## config.mk

```make
export PLATFORM = sky130hd
export DESIGN_NAME = dualq_ready_buffer
export DESIGN_NICKNAME = d
export VERILOG_FILES = /design/src/rtl/dq_pkg.sv /design/src/rtl/dq_queue_ctrl.sv /design/src/rtl/dq_slot_store.sv /design/src/rtl/dq_idle_switch.sv /design/src/rtl/dualq_ready_buffer.sv
export SDC_FILE = /design/constraint.sdc
export NUM_CORES = 1
export LEC_CHECK = 0
export BUFFER_PORTS_ARGS = -buffer_cell sky130_fd_sc_hd__buf_2
export CAP_MARGIN = 20
export CORE_AREA = 2 2 199 220
export DETAILED_ROUTE_END_ITERATION = 7
export DIE_AREA = 0 0 201 222
export PLACE_DENSITY_LB_ADDON = 0.3
export SLEW_MARGIN = 20
export SYNTH_ARGS = -nofsm -noshare
export SYNTH_HDL_FRONTEND = slang
export SYNTH_SLANG_ARGS = --single-unit
export TNS_END_PERCENT = 10
```

## constraint.sdc

```tcl
create_clock -name clk -period 5.02 [get_ports clk]
set_input_delay 0.251 -clock clk [delete_from_list [all_inputs] [get_ports clk]]
set_output_delay 0.251 -clock clk [all_outputs]
set_load 0.02 [all_outputs]
```

## src/rtl/dq_pkg.sv

```systemverilog
package dq_pkg;

  localparam int unsigned NUM_Q = 2;

  // Queue served when the active one is left.
  function automatic logic q_other(input logic q);
    return ~q;
  endfunction

endpackage

```

## src/rtl/dq_queue_ctrl.sv

```systemverilog
module dq_queue_ctrl #(
  parameter int unsigned DEPTH = 8,
  localparam int unsigned IDX_W = $clog2(DEPTH)
) (
  input  logic             clk,
  input  logic             rst_n,
  input  logic             push,
  input  logic             pop,
  output logic [IDX_W-1:0] tail_idx,
  output logic [IDX_W-1:0] head_idx,
  output logic             full,
  output logic             empty,
  output logic [IDX_W:0]   occupancy
);

  // The extra top bit is a lap marker that tells full from empty.
  logic [IDX_W:0] head_q, tail_q;

  function automatic logic [IDX_W:0] ptr_step(input logic [IDX_W:0] p);
    return p + 1'b1;
  endfunction

  function automatic logic [IDX_W:0] ptr_gap(input logic [IDX_W:0] t,
                                             input logic [IDX_W:0] h);
    return t - h;
  endfunction

  assign tail_idx  = tail_q[IDX_W-1:0];
  assign head_idx  = head_q[IDX_W-1:0];
  assign occupancy = ptr_gap(tail_q, head_q);
  assign empty     = (occupancy == '0);
  assign full      = (occupancy == (IDX_W+1)'(DEPTH));

  always_ff @(posedge clk) begin
    if (!rst_n) begin
      head_q <= '0;
      tail_q <= '0;
    end else begin
      if (push) tail_q <= ptr_step(tail_q);
      if (pop)  head_q <= ptr_step(head_q);
    end
  end

endmodule

```

## src/rtl/dq_slot_store.sv

```systemverilog
module dq_slot_store #(
  parameter int unsigned DATA_W = 32,
  parameter int unsigned TAG_W  = 4,
  localparam int unsigned SLOTS = 1 << TAG_W
) (
  input  logic              clk,
  input  logic              rst_n,
  input  logic              wr_en,
  input  logic [TAG_W-1:0]  wr_tag,
  input  logic [DATA_W-1:0] wr_data,
  input  logic              clr_en,
  input  logic [TAG_W-1:0]  clr_tag,
  input  logic [TAG_W-1:0]  rd_tag,
  output logic [DATA_W-1:0] rd_data,
  output logic              rd_rdy,
  output logic [SLOTS-1:0]  rdy_vec
);

  logic [DATA_W-1:0] mem [SLOTS];
  logic [SLOTS-1:0]  rdy_q;

  assign rdy_vec = rdy_q;
  assign rd_data = mem[rd_tag];
  assign rd_rdy  = rdy_q[rd_tag];

  always_ff @(posedge clk) begin
    if (wr_en) mem[wr_tag] <= wr_data;
  end

  for (genvar s = 0; s < SLOTS; s++) begin : g_rdy
    always_ff @(posedge clk) begin
      if (!rst_n)
        rdy_q[s] <= 1'b0;
      else if (wr_en && wr_tag == TAG_W'(s))
        rdy_q[s] <= 1'b1;
      else if (clr_en && clr_tag == TAG_W'(s))
        rdy_q[s] <= 1'b0;
    end
  end

endmodule

```

## src/rtl/dq_idle_switch.sv

```systemverilog
module dq_idle_switch #(
  parameter int unsigned IDLE_LIMIT = 16,
  localparam int unsigned CW = $clog2(IDLE_LIMIT)
) (
  input  logic          clk,
  input  logic          rst_n,
  input  logic          deq_fire,
  input  logic          other_nonempty,
  output logic          active_q,
  output logic [CW-1:0] idle_cnt,
  output logic          switch_evt
);

  localparam logic [CW-1:0] CNT_TOP = CW'(IDLE_LIMIT - 1);

  logic          act_q;
  logic [CW-1:0] cnt_q;

  // Counts up and stops at the top value.
  function automatic logic [CW-1:0] idle_step(input logic [CW-1:0] c);
    return (c == CNT_TOP) ? c : c + 1'b1;
  endfunction

  assign active_q   = act_q;
  assign idle_cnt   = cnt_q;
  assign switch_evt = !deq_fire && (cnt_q == CNT_TOP) && other_nonempty;

  always_ff @(posedge clk) begin
    if (!rst_n) begin
      act_q <= 1'b0;
      cnt_q <= '0;
    end else if (deq_fire) begin
      cnt_q <= '0;
    end else if (switch_evt) begin
      act_q <= dq_pkg::q_other(act_q);
      cnt_q <= '0;
    end else begin
      cnt_q <= idle_step(cnt_q);
    end
  end

endmodule

```

## src/rtl/dualq_ready_buffer.sv

```systemverilog
module dualq_ready_buffer #(
  parameter int unsigned DATA_W     = 32,
  parameter int unsigned DEPTH      = 8,
  parameter int unsigned IDLE_LIMIT = 16,
  localparam int unsigned IDX_W = $clog2(DEPTH),
  localparam int unsigned TAG_W = IDX_W + 1,
  localparam int unsigned CW    = $clog2(IDLE_LIMIT)
) (
  input  logic              clk,
  input  logic              rst_n,
  input  logic              alloc_valid,
  input  logic              alloc_qsel,
  output logic              alloc_ready,
  output logic [TAG_W-1:0]  alloc_tag,
  input  logic              wr_valid,
  input  logic [TAG_W-1:0]  wr_tag,
  input  logic [DATA_W-1:0] wr_data,
  output logic              deq_valid,
  input  logic              deq_ready,
  output logic [DATA_W-1:0] deq_data,
  output logic [TAG_W-1:0]  deq_tag,
  output logic              active_q
);

  localparam int unsigned NQ = dq_pkg::NUM_Q;

  // Internal events, named so that the checker can see them.
  logic             alloc_fire;
  logic             deq_fire;
  logic             switch_evt;
  logic             other_nonempty;
  logic             head_rdy;
  logic [CW-1:0]    idle_cnt;
  logic [NQ-1:0]    q_full, q_empty, q_push, q_pop;
  logic [IDX_W-1:0] tail_idx [NQ];
  logic [IDX_W-1:0] head_idx [NQ];
  logic [IDX_W:0]   q_occ    [NQ];
  logic [(1<<TAG_W)-1:0] rdy_vec;

  function automatic logic [TAG_W-1:0] make_tag(input logic q,
                                                input logic [IDX_W-1:0] idx);
    return {q, idx};
  endfunction

  assign alloc_ready = !q_full[alloc_qsel];
  assign alloc_tag   = make_tag(alloc_qsel, tail_idx[alloc_qsel]);
  assign alloc_fire  = alloc_valid && alloc_ready;

  assign deq_tag   = make_tag(active_q, head_idx[active_q]);
  assign deq_valid = !q_empty[active_q] && head_rdy;
  assign deq_fire  = deq_valid && deq_ready;

  assign other_nonempty = !q_empty[dq_pkg::q_other(active_q)];

  for (genvar q = 0; q < NQ; q++) begin : g_q
    assign q_push[q] = alloc_fire && (alloc_qsel == 1'(q));
    assign q_pop[q]  = deq_fire && (active_q == 1'(q));

    dq_queue_ctrl #(.DEPTH(DEPTH)) u_ctrl (
      .clk       (clk),
      .rst_n     (rst_n),
      .push      (q_push[q]),
      .pop       (q_pop[q]),
      .tail_idx  (tail_idx[q]),
      .head_idx  (head_idx[q]),
      .full      (q_full[q]),
      .empty     (q_empty[q]),
      .occupancy (q_occ[q])
    );
  end

  dq_slot_store #(.DATA_W(DATA_W), .TAG_W(TAG_W)) u_store (
    .clk     (clk),
    .rst_n   (rst_n),
    .wr_en   (wr_valid),
    .wr_tag  (wr_tag),
    .wr_data (wr_data),
    .clr_en  (deq_fire),
    .clr_tag (deq_tag),
    .rd_tag  (deq_tag),
    .rd_data (deq_data),
    .rd_rdy  (head_rdy),
    .rdy_vec (rdy_vec)
  );

  dq_idle_switch #(.IDLE_LIMIT(IDLE_LIMIT)) u_sw (
    .clk            (clk),
    .rst_n          (rst_n),
    .deq_fire       (deq_fire),
    .other_nonempty (other_nonempty),
    .active_q       (active_q),
    .idle_cnt       (idle_cnt),
    .switch_evt     (switch_evt)
  );

endmodule

```

Yosys cells after proc, flatten, opt, wreduce, memory -nomap -nowiden:

Memories as Yosys holds them, arrays and structs flattened.
Index checks and enable logic that the tools add are counted.
W data, S select, Z words.

* bits in writable memories: 512
* output and inout port bits: 43
* word-level logic and storage cells: 190
* register bits: 37
* bits of input ports: 42
* memories kept: 1

Memory list
* u_store.mem: words 16, width 32, rd ports 1, clocked after Yosys merged registers in 0, wr ports 1, line dq_slot_store.sv:19 `logic [DATA_W-1:0] mem [SLOTS];`

* $add $sub $neg: 7
* $lt $le $gt $ge: 6
* bitwise logic cells: 6
* mux-type cells: 48
* reductions and logical operators: 67
* equality and inequality tests: 33

Operators with widths (count)
* $eq A4 B4 Y1 const B: 19
* $logic_and A1 B1 Y1: 41
* $mux W1: 41
* $eq A4 B3 Y1 const B: 8
* $reduce_bool A2 Y1: 16
* $add A4 B1 Y4 const B: 5
* $mux W3: 6
* $eq A4 B2 Y1 const B: 4
* $logic_not A4 Y1: 4
* $eq A4 B1 Y1 const B: 2
* $sub A4 B4 Y4: 2
* $lt A1 B2 Y1 const B: 3
* $lt A4 B5 Y1 const B: 1
* $bmux W1 S4: 1
* $ge A2 B2 Y1 const B: 2
* $logic_not A1 Y1: 4
* $not A1 Y1: 4
* $not A1 Y2: 2
* $reduce_or A3 Y1: 1
* $reduce_and A2 Y1: 1

Depth between registers and ports, before layout:

Gate-level depths: netlist of the first run.

* depth in word-level cells: 12
* gate-level depth with buffers: 12

Hierarchy:

A second synthesis of the first run with hierarchy kept.

* cells, all modules: 1030
* area total of the unflattened synthesis: 21588.2 µm²

Modules (own cells, without submodules)
* dq_slot_store: cells each 874, area an instance 20121.8 µm², instances 1, sequential area each 15695.1 µm²
* dq_queue_ctrl: cells each 55, area an instance 518.0 µm², instances 2, sequential area each 160.2 µm²
* dq_idle_switch: cells each 26, area an instance 255.2 µm², instances 1, sequential area each 100.1 µm²
* dualq_ready_buffer: cells each 20, area an instance 175.2 µm², instances 1, sequential area each 0.0 µm²

Worst setup path before layout of the first run:

OpenSTA, ideal clock, no wires.

* path kind: input-to-reg
* start point: input port wr_tag[1]
* end point: register u_store.rdy_q[4] (netlist: u_store.rdy_vec[4])
* slack: 868 ps
* stages on the path: 3
* arrival time: 4069 ps
* buffers on the path: 0
* path through: nor4_1 -> nor4_1 -> a21oi_1

* cells in the longest elaborated chain, start to end: 3
* elaborated cells between the ends (all ways): 4
* those cells by class: eq/ne: 1; mux: 1; reduce/logical: 2

RTL lines
* start: declaration: line dualq_ready_buffer.sv:16 `input logic [TAG_W-1:0] wr_tag,`
* $eq A4 B3 Y1 (*): line dq_slot_store.sv:34 `else if (wr_en && wr_tag == TAG_W'(s))`
* $logic_and A1 B1 Y1 (*): line dq_slot_store.sv:34
* $mux W1 or $reduce_bool A2 Y1 (tied branches)
* end signal: indexed assignment: line dq_slot_store.sv:33 `rdy_q[s] <= 1'b0;`
* end signal: indexed assignment: line dq_slot_store.sv:35 `rdy_q[s] <= 1'b1;`
* end signal: indexed assignment: line dq_slot_store.sv:37 `rdy_q[s] <= 1'b0;`
* end: declaration: line dq_slot_store.sv:20 `logic [SLOTS-1:0] rdy_q;`

Every way passes the cells marked *; elsewhere a longest branch is shown, timed or not.
A chain may end at the register's enable or synchronous reset.

Final worst setup path of the first run:

* start point: register u_sw.act_q (netlist: u_sw.active_q)
* end point: output port deq_data[14]

* cells in the longest elaborated chain, start to end: 5

RTL lines
* start: declaration: line dq_idle_switch.sv:16 `logic act_q;`
* start signal: assignment: line dq_idle_switch.sv:35 `act_q <= dq_pkg::q_other(act_q);`
* $not A1 Y2 (not written as such): line dualq_ready_buffer.sv:49 `assign deq_tag = make_tag(active_q, head_idx[active_q]);`
* $mux W3 (not written as such) (3 in series): line dualq_ready_buffer.sv:49
* $mem_v2 Z16 W32 (*)
* end: declaration: line dualq_ready_buffer.sv:20 `output logic [DATA_W-1:0] deq_data,`

Every way passes the cells marked *; elsewhere a longest branch is shown, timed or not. The select of a mux whose other input is x is not followed.

==> run metrics, run 1 <==
status finished clean; adder-cell share of the synthesized area 0.00831; die footprint 44600 um^2; share of flip-flops with an asynchronous set or reset 0; synthesized instance count 1068; post-synthesis compound-gate area fraction 0.0375; Die Span Y 222 um; CP required 4770 ps; peak supply drop 0.381 mV; Max transition margin 0.279; starting density of the core 0.506; Top FF cell, synth edfxtp_1; net count after synthesis 1123; number of antenna diodes 0; placed cell count 1694; gr ovfl total 0; layout cell share with drive strength beyond 1 0.283; num rows 79; fin crit share 0.796; Worst setup EP type output port; Clock Path Buffers 3; clk_skew 4.96 ps; PD cells 380 nW/um^2; critical path class flip-flop to output port; Initial DRC Count 1079; Final Setup Violations 0; setup_tns 0 ps; H-Tree Level Count 2; vias in the first global route 11100; dominant cells by area after synthesis edfxtp_1 72%, mux4_2 13%, dfxtp_1 3.5%, a22oi_1 2.2%, nand2_1 1.2%; Post-Synth Simple-Gate Area 0.0374; RePlAce Congestion 0.765; Die W 201 um; main combinational cell family by area after synthesis multiplexers; cts hold-fix bufs 16; area of the core 42200 um^2; distinct cell type count after synthesis 51; P&R area growth vs syn 15.1%; Fin. Hold Viols 0; Residual DRC 0; post-route ant nets 0; setup repair after global routing missed its margin no; crit path DAT 3740 ps; area share of the largest cell type after synthesis 0.719; Lkg Pwr 7.92 nW; synthesis-stage register bit count 549; pin count of the biggest net entering global routing 73; initial antenna violation count 1; postcts setup bufs 0; Worst Setup Start Kind flip-flop; wire per inst 26.0 um; HPWL after DPL 26000 um; Tot GR Track Use 0.216; pre-CTS setup slack 1580 ps; FMAX 250 MHz; Worst Slack Setup Final 1030 ps; Final Critical Period 3990 ps; Slew @ Worst Pin 1080 ps; Worst Hold Class input pin to flip-flop; Core Util, Final 0.583; xor/xnor cell area share of the yosys netlist 0.00369; Net count, final 1252; Root Driver clkbuf_16; Ys Warns 0; Max FO, Critical Path 68; Post-synth top cells 512 x edfxtp_1, 128 x mux4_2, 70 x nand2_1; TritonCTS clock tree done; vias per cell 6.00; IO Pins 85; routed wire length 47000 um; Avg Synthesized Cell Area 20.0 um^2; number of synthesized flops with an enable pin 512; post-synthesis mux area share 0.144; CTS Sinks 549; Pre-antenna DRT Iters 5; Max Slew Vio Count 0; Max Cap Viol 0; FILL cells 3027; Netlist Area Pre-Place 21400 um^2; CTS clk-pin slew, worst paths 60 ps; most common cell in the synthesized netlist edfxtp_1; # port buffers 84; via count 10800; Num CTS Buffers 52; Skew-Pair Late Insertion Delay 600 ps; post-synth top area cell edfxtp_1; global-route wire length before repair 71000 um; cts repair resizes 0; Finished Layout Cells 1805; register area share after synthesis 0.754
worst paths after layout:
kind	from	to	slack, ps	cells after the start
setup / recovery	u_sw.active_q$_SDFFE_PN0P_	deq_data[14]	1030	9
hold / removal	wr_data[29]	u_store.mem[4][29]$_DFFE_PP_	20	1
setup reg to reg	u_sw.active_q$_SDFFE_PN0P_	u_store.rdy_vec[0]$_SDFFE_PN0P_	1580	7
hold reg to reg	g_q[0].u_ctrl.tail_q[3]$_SDFFE_PN0P_	g_q[0].u_ctrl.tail_q[3]$_SDFFE_PN0P_	490	2
state kept, by name (all words and copies together) (netlist names):
name,cells
u_store.mem,512
g_q.u_ctrl.tail_q,8
g_q.u_ctrl.head_q,8
u_sw.idle_cnt,4
u_store.rdy_vec,16
u_sw.active_q,1
critical path, cell delays in order, from the launching register on:
cell and delay, ps:
dfxtp_1 380, buf_4 260, mux2i_2 90, buf_4 220, inv_6 520, buf_4 610, mux4_2 390, a22oi_1 230
nand2_1 150, buf_2 190
metal layers:
| layer | track usage | part of all wire | vias up |
|---|---|---|---|
| li1 | - | - | 4680 |
| met1 | 0.302 | 0.41 | 5678 |
| met2 | 0.352 | 0.50 | 410 |
| met3 | 0.0456 | 0.076 | 61 |
| met4 | 0.0509 | 0.017 | 2 |
| met5 | 0 | 0.00021 | - |
power by group:
| part | internal, W | total (W) | switching, W |
|---|---|---|---|
| Clock | 0.00231 | 0.00399 | 0.00167 |
| Combinational | 0.0000831 | 0.000247 | 0.000164 |
| Sequential | 0.00509 | 0.00512 | 0.0000249 |
| Total | 0.00749 | 0.00935 | 0.00186 |
kinds of logic (layout without fill, tap and decap cells):
| kind of cell | after synthesis | in the layout |
|---|---|---|
| compound gates | 115 | 115 |
| xor+xnor | 9 | 9 |
| fa+ha+maj | 13 | 13 |
| buf+inv | 72 | 242 |
| flops | 549 | 549 |
| mux | 146 | 146 |
| simple gates | 164 | 164 |
cell type report:
class | count | area, um^2 | share of cell area
clock buffers | 56 | 1320 | 0.0535
multi-input cells | 447 | 5080 | 0.206
inverters | 14 | 65.1 | 0.00264
clock inverters | 39 | 435 | 0.0177
repair buffers | 133 | 886 | 0.0360
well taps | 567 | 709 | 0.0288
flip-flops and latches | 549 | 16100 | 0.655
per-stage QoR:
step / instance area [um^2] / power (W) / hold WS, ps
after global routing: 24600 / 0.00962 / 9.81
final: 24600 / 0.00935 / 23.2
after floorplan: 21400 / 0.00532 / 350
after CTS: 24600 / 0.00942 / 2.34
after global placement: 22700 / 0.00544 / 467
after detailed placement: 22700 / 0.00545 / 489
layout by cell type (no fill, tap or decap), types with 4 or more instances in the layout:
cell,n
nor3_2,8
nand2_1,70
nor3_1,12
nor4_1,6
o21ai_0,17
dfxtp_1,37
dlygate4sd3_1,16
a22oi_1,62
nand3_1,13
buf_2,84
clkinv_1,18
bufinv_16,8
a21oi_1,11
mux4_2,128
mux2i_1,14
inv_1,11
nor2_1,4
clkbuf_16,52
buf_4,27
nand3b_1,6
nor2_4,12
edfxtp_1,512
buf_12,4
and2_1,9
ha_1,11
clkbuf_1,4
clkinv_2,8
nand2b_1,8
a31oi_1,9
xnor2_1,7
(Power assumes the default switching activity.)
==> inputs of run 2 (changes only) <==
==> constraint.sdc (replaced) <==
create_clock -name clk -period 3.9 [get_ports clk]
set_input_delay 0.195 -clock clk [delete_from_list [all_inputs] [get_ports clk]]
set_output_delay 0.195 -clock clk [all_outputs]
set_load 0.02 [all_outputs]
==> run 2 against run 1 <==
Against the previous run:
- critical endpoint is now deq_data[7]
- non-clock buffer count rose by 14
- die area did not move
- clock skew rose by 2.5 ps
- core utilization rose by 0.059 points
- hold slack improved by 2.1 ps
- combinational power rose by 33%
- first-iteration DRC count fell by 19%
- highest routed layer is now met4
==> run metrics, run 2 (same netlist as run 1, synthesis figures left out) <==
Clock Path Buffers 3; Max FO, Critical Path 78; Fin. Hold Viols 0; HPWL after DPL 23900 um; critical path class flip-flop to output port; area of the core 42200 um^2; Max transition margin 0.337; Max Cap Viol 0; global-route wire length before repair 69800 um; fin crit share 0.930; routed wire length 46600 um; largest register by flop count u_store.mem; leading cell type in the layout, fill and taps excluded edfxtp_1; H-Tree Level Count 2; Max Slew Vio Count 0; Root Driver clkbuf_16; vias per cell 5.95; critical path's slowest cell mux2i_4; FMAX 276 MHz; die footprint 44600 um^2; Worst setup EP type output port; CP max stage delay 630 ps; layout cell share with drive strength beyond 1 0.279; Die Span Y 222 um; metal3 WL 2320 um; P&R area growth vs syn 15.2%; WL met1 19500 um; multi-input combinational cell area 5080 um^2; pin count of the biggest net entering global routing 80; starting density of the core 0.506; storage element area 16100 um^2; cts repair resizes 0; Internal 0.00944 W; Initial DRC Count 879; CTS Sinks 549; wire per inst 25.6 um; Tot GR Track Use 0.211; max FFs per register 512; worst hold slack 25.3 ps; post-route ant nets 0; Slew @ Worst Pin 992 ps; # port buffers 84; CP cell instances mux2i_4 -> inv_8 -> buf_12 -> mux4_2 -> a22oi_1 -> nand2_1 -> buf_2; switching share of power 0.200; status finished clean; Lkg Pwr 7.92 nW; crit path DAT 3430 ps; Net count, final 1266; IO Pins 85; CP bufs+invs 3; Die W 201 um; clock power share 0.414; Final Setup Violations 0; clk_skew 7.44 ps; Worst Setup Start Kind flip-flop; FILL cells 3095; num rows 79; Pwr Total 0.0118 W; number of antenna diodes 0; setup repair after global routing missed its margin no; TritonCTS clock tree done; PD cells 479 nW/um^2; initial antenna violation count 0; CTS clk-pin slew, worst paths 60 ps; vias in the first global route 11100; RePlAce Congestion 0.724; Residual DRC 0; DR WL met2 24000 um; via count 10800; peak supply drop 0.414 mV; Final Critical Period 3630 ps; Pre-antenna DRT Iters 5; sequential power share 0.558; gr ovfl total 0; Skew-Pair Late Insertion Delay 570 ps; share of total power in combinational logic 0.028; Worst Hold Class input pin to flip-flop; CP required 3700 ps; Num CTS Buffers 52; setup_tns 0 ps; CP top delay family multiplexers; top layer in use met4; Net Switching 0.00236 W; most frequent cells in the layout 512 x edfxtp_1, 128 x mux4_2, 84 x buf_2
[run 2: cell count changes in the layout (fill, tap and decap cells not counted), sizes merged]
cell and change:
inv +1, clkinvlp +1, buf -1, bufinv -4, dlygate4sd3 +15, clkinv -6, clkbuf +9
[run 2: timing repair]
action,4_1_cts,5_1_grt
endpoints found under the hold margin,496,0
buffers inserted,0,0
hold buffers,31,0
[run 2: path summary, 6_finish.rpt]
check	startpoint	cells after the start	end	slack, ps
setup / recovery	u_sw.active_q$_SDFFE_PN0P_	7	deq_data[7]	270
hold / removal	wr_data[27]	1	u_store.mem[15][27]$_DFFE_PP_	30
setup reg to reg	u_sw.active_q$_SDFFE_PN0P_	8	u_sw.idle_cnt[3]$_SDFFE_PP0P_	760
hold reg to reg	u_store.rdy_vec[7]$_SDFFE_PN0P_	1	u_store.rdy_vec[7]$_SDFFE_PN0P_	480
[run 2: metal layers]
metal / vias up / GRT usage
li1: 4719 / -
met1: 5732 / 0.287
met2: 329 / 0.360
met3: 53 / 0.0342
met4: 0 / 0.0509
met5: - / 0
[run 2: cell type report]
type,count,area share
well taps,567,0.0288
multi-input cells,447,0.206
clock inverters,31,0.0114
inverters,14,0.00264
flip-flops and latches,549,0.654
repair buffers,147,0.0409
clock buffers,65,0.0556
[run 2: stage by stage]
stage	setup WS (ps)	utilization	instance area, um^2	instances
floorplan	688	-	21400	1068
global placement	774	0.537	22700	1693
detailed placement	729	0.537	22700	1693
CTS	204	0.584	24600	1820
global route	56.2	0.584	24600	1820
finish	273	0.584	24600	1820
[run 2: worst reg2reg max path, stage by stage, from the launching register on]
cell and delay [ps]:
dfxtp_1 400, mux2i_4 630, inv_8 290, mux4_2 540, o22ai_2 170, nor3_2 50, buf_4 170, and2_1 380
nor4bb_1 400
[run 2: power groups by stage]
stage,combinational (W),clock (W),sequential [W]
final,0.000328,0.00488,0.00659
after global placement,0.000295,0,0.00670
after floorplan,0.000143,0,0.00671
after global routing,0.000359,0.00521,0.00659
after detailed placement,0.000304,0,0.00671
after CTS,0.000332,0.00497,0.00659
==> inputs of run 3 (changes only) <==
--- a/config.mk
+++ b/config.mk
@@ -7,6 +7,8 @@
 export LEC_CHECK = 0
 export BUFFER_PORTS_ARGS = -buffer_cell sky130_fd_sc_hd__buf_2
 export CAP_MARGIN = 20
+export CELL_PAD_IN_SITES_DETAIL_PLACEMENT = 1
+export CELL_PAD_IN_SITES_GLOBAL_PLACEMENT = 1
 export CORE_AREA = 2 2 199 220
 export DETAILED_ROUTE_END_ITERATION = 7
 export DIE_AREA = 0 0 201 222
==> run 3 against run 2 <==
Against the previous run:
- core utilization increased by 0.27 points
- sequential share of layout area fell by 0.30 points
- power is 1.6% higher
- sequential power hardly changed
- hold slack improved by 58 ps
- combinational power up 3%
- routed wire length grew 9.7%
- critical endpoint is now deq_data[26]
- largest power group unchanged
==> run metrics, run 3 (same netlist as run 1, synthesis figures left out) <==
status finished clean; wire per inst 28.0 um; Max transition margin 0.267; critical path's slowest cell dfxtp_1; PD cells 484 nW/um^2; critical path class flip-flop to output port; crit path DAT 3290 ps; area of the core 42200 um^2; HPWL after DPL 27300 um; layout cell share with drive strength beyond 1 0.280; Max Slew Vio Count 0; setup_tns 0 ps; fin crit share 0.892; setup repair after global routing missed its margin no; max FFs per register 512; Initial DRC Count 907; starting density of the core 0.506; Skew-Pair Late Insertion Delay 590 ps; CP required 3700 ps; Lkg Pwr 7.98 nW; postcts setup bufs 0; worst hold slack 83.5 ps; placed cell count 1699; Final Setup Violations 0; Worst Hold Class input pin to flip-flop; CTS clk-pin slew, worst paths 60 ps; Net count, final 1273; Clock Path Buffers 3; Slew @ Worst Pin 1100 ps; Root Driver clkbuf_16; Fin. Hold Viols 0; H-Tree Level Count 2; pre-CTS setup slack 785 ps; die footprint 44600 um^2; # port buffers 84; Worst Slack Setup Final 419 ps; peak supply drop 0.386 mV; dpl cell area 22700 um^2; IO Pins 85; via count 11200; Worst Setup Start Kind flip-flop; largest register by flop count u_store.mem; vias per cell 6.15; leading cell type in the layout, fill and taps excluded edfxtp_1; Finished Cell Area 24700 um^2; post-route ant nets 0; Max FO, Critical Path 58; TritonCTS clock tree done; P&R area growth vs syn 15.8%; Finished Layout Cells 1826; clk_skew 5.45 ps; Die W 201 um; Worst setup EP type output port; CTS Sinks 549; initial antenna violation count 1; vias in the first global route 12100; most frequent cells in the layout 512 x edfxtp_1, 128 x mux4_2, 84 x buf_2; Final Critical Period 3480 ps; gr ovfl total 0; Num CTS Buffers 52; CP max stage delay 500 ps; num rows 79; Max Cap Viol 0; routed wire length 51100 um; pin count of the biggest net entering global routing 81; Die Span Y 222 um; global-route wire length before repair 77200 um; RePlAce Congestion 0.737; FMAX 287 MHz; CP cell instances buf_4 -> mux2i_2 -> buf_4 -> inv_6 -> buf_6 -> nand2_1 -> and3_1 -> a311oi_1 -> a311oi_1 -> a21oi_1 -> buf_2; Pre-antenna DRT Iters 8; Residual DRC 0; Tot GR Track Use 0.235; number of antenna diodes 0
[run 3: cell count changes in the layout (fill, tap and decap cells not counted), moves of 2 or more]
cell / before / now
buf_4: 29 / 33
bufinv_16: 4 / 6
clkbuf_1: 11 / 9
clkbuf_16: 52 / 54
clkbuf_8: 2 / 0
clkinv_1: 11 / 16
clkinv_4: 2 / 0
clkinvlp_4: 4 / 1
[run 3: worst paths after layout]
path                                         from                                   end  slack [ps]  depth (start not counted)
max                    u_sw.active_q$_SDFFE_PN0P_                          deq_data[26]         420                         11
min                                   alloc_valid  g_q[0].u_ctrl.tail_q[2]$_SDFFE_PN0P_          80                          5
max reg2reg            u_sw.active_q$_SDFFE_PN0P_       u_store.rdy_vec[2]$_SDFFE_PN0P_         770                          9
min reg2reg  g_q[0].u_ctrl.head_q[3]$_SDFFE_PN0P_  g_q[0].u_ctrl.head_q[3]$_SDFFE_PN0P_         490                          2
[run 3: per-stage QoR]
| stage | total power, W | util |
|---|---|---|
| 2_1_floorplan | 0.00685 | - |
| 3_3_place_gp | 0.00700 | 0.538 |
| 3_5_place_dp | 0.00703 | 0.538 |
| 4_1_cts | 0.0121 | 0.586 |
| 5_1_grt | 0.0123 | 0.586 |
| 6_report | 0.0120 | 0.586 |
[run 3: report_power, final]
| group | leakage [nW] | internal (W) | total (W) | switching (W) |
|---|---|---|---|---|
| Combinational | 2.23 | 0.000117 | 0.000339 | 0.000221 |
| Sequential | 4.93 | 0.00656 | 0.00659 | 0.0000375 |
| Clock | 0.823 | 0.00292 | 0.00505 | 0.00213 |
[run 3: final cells by class]
type / instances / area, um^2
Clock inverter: 32 / 309
Multi-Input combinational cell: 447 / 5080
Fill cell: 3653 / 17500
Tap cell: 567 / 709
Timing Repair Buffer: 154 / 1080
Inverter: 14 / 65.1
Sequential cell: 549 / 16100
Clock buffer: 63 / 1390
[run 3: timing repair]
| action | CTS | global route |
|---|---|---|
| hold buffers | 32 | 0 |
| gates resized for setup | 0 | 1 |
| setup endpoints to repair | 0 | 1 |
| endpoints found under the hold margin | 512 | 0 |
[run 3: worst max-delay path, delay by kind of cell, from the launching register on]
kind            cells  cell delay, ps
buf+inv             5            1240
compound gates      3             520
flops               1             500
simple gates        2             330
mux                 1             100
[run 3: metal layers]
layer	routed length [um]	track usage	up-vias
met5	12	0	-
met4	1120	0.0636	2
met3	2930	0.0398	81
met2	25600	0.388	380
met1	21500	0.328	6039
li1	-	-	4720
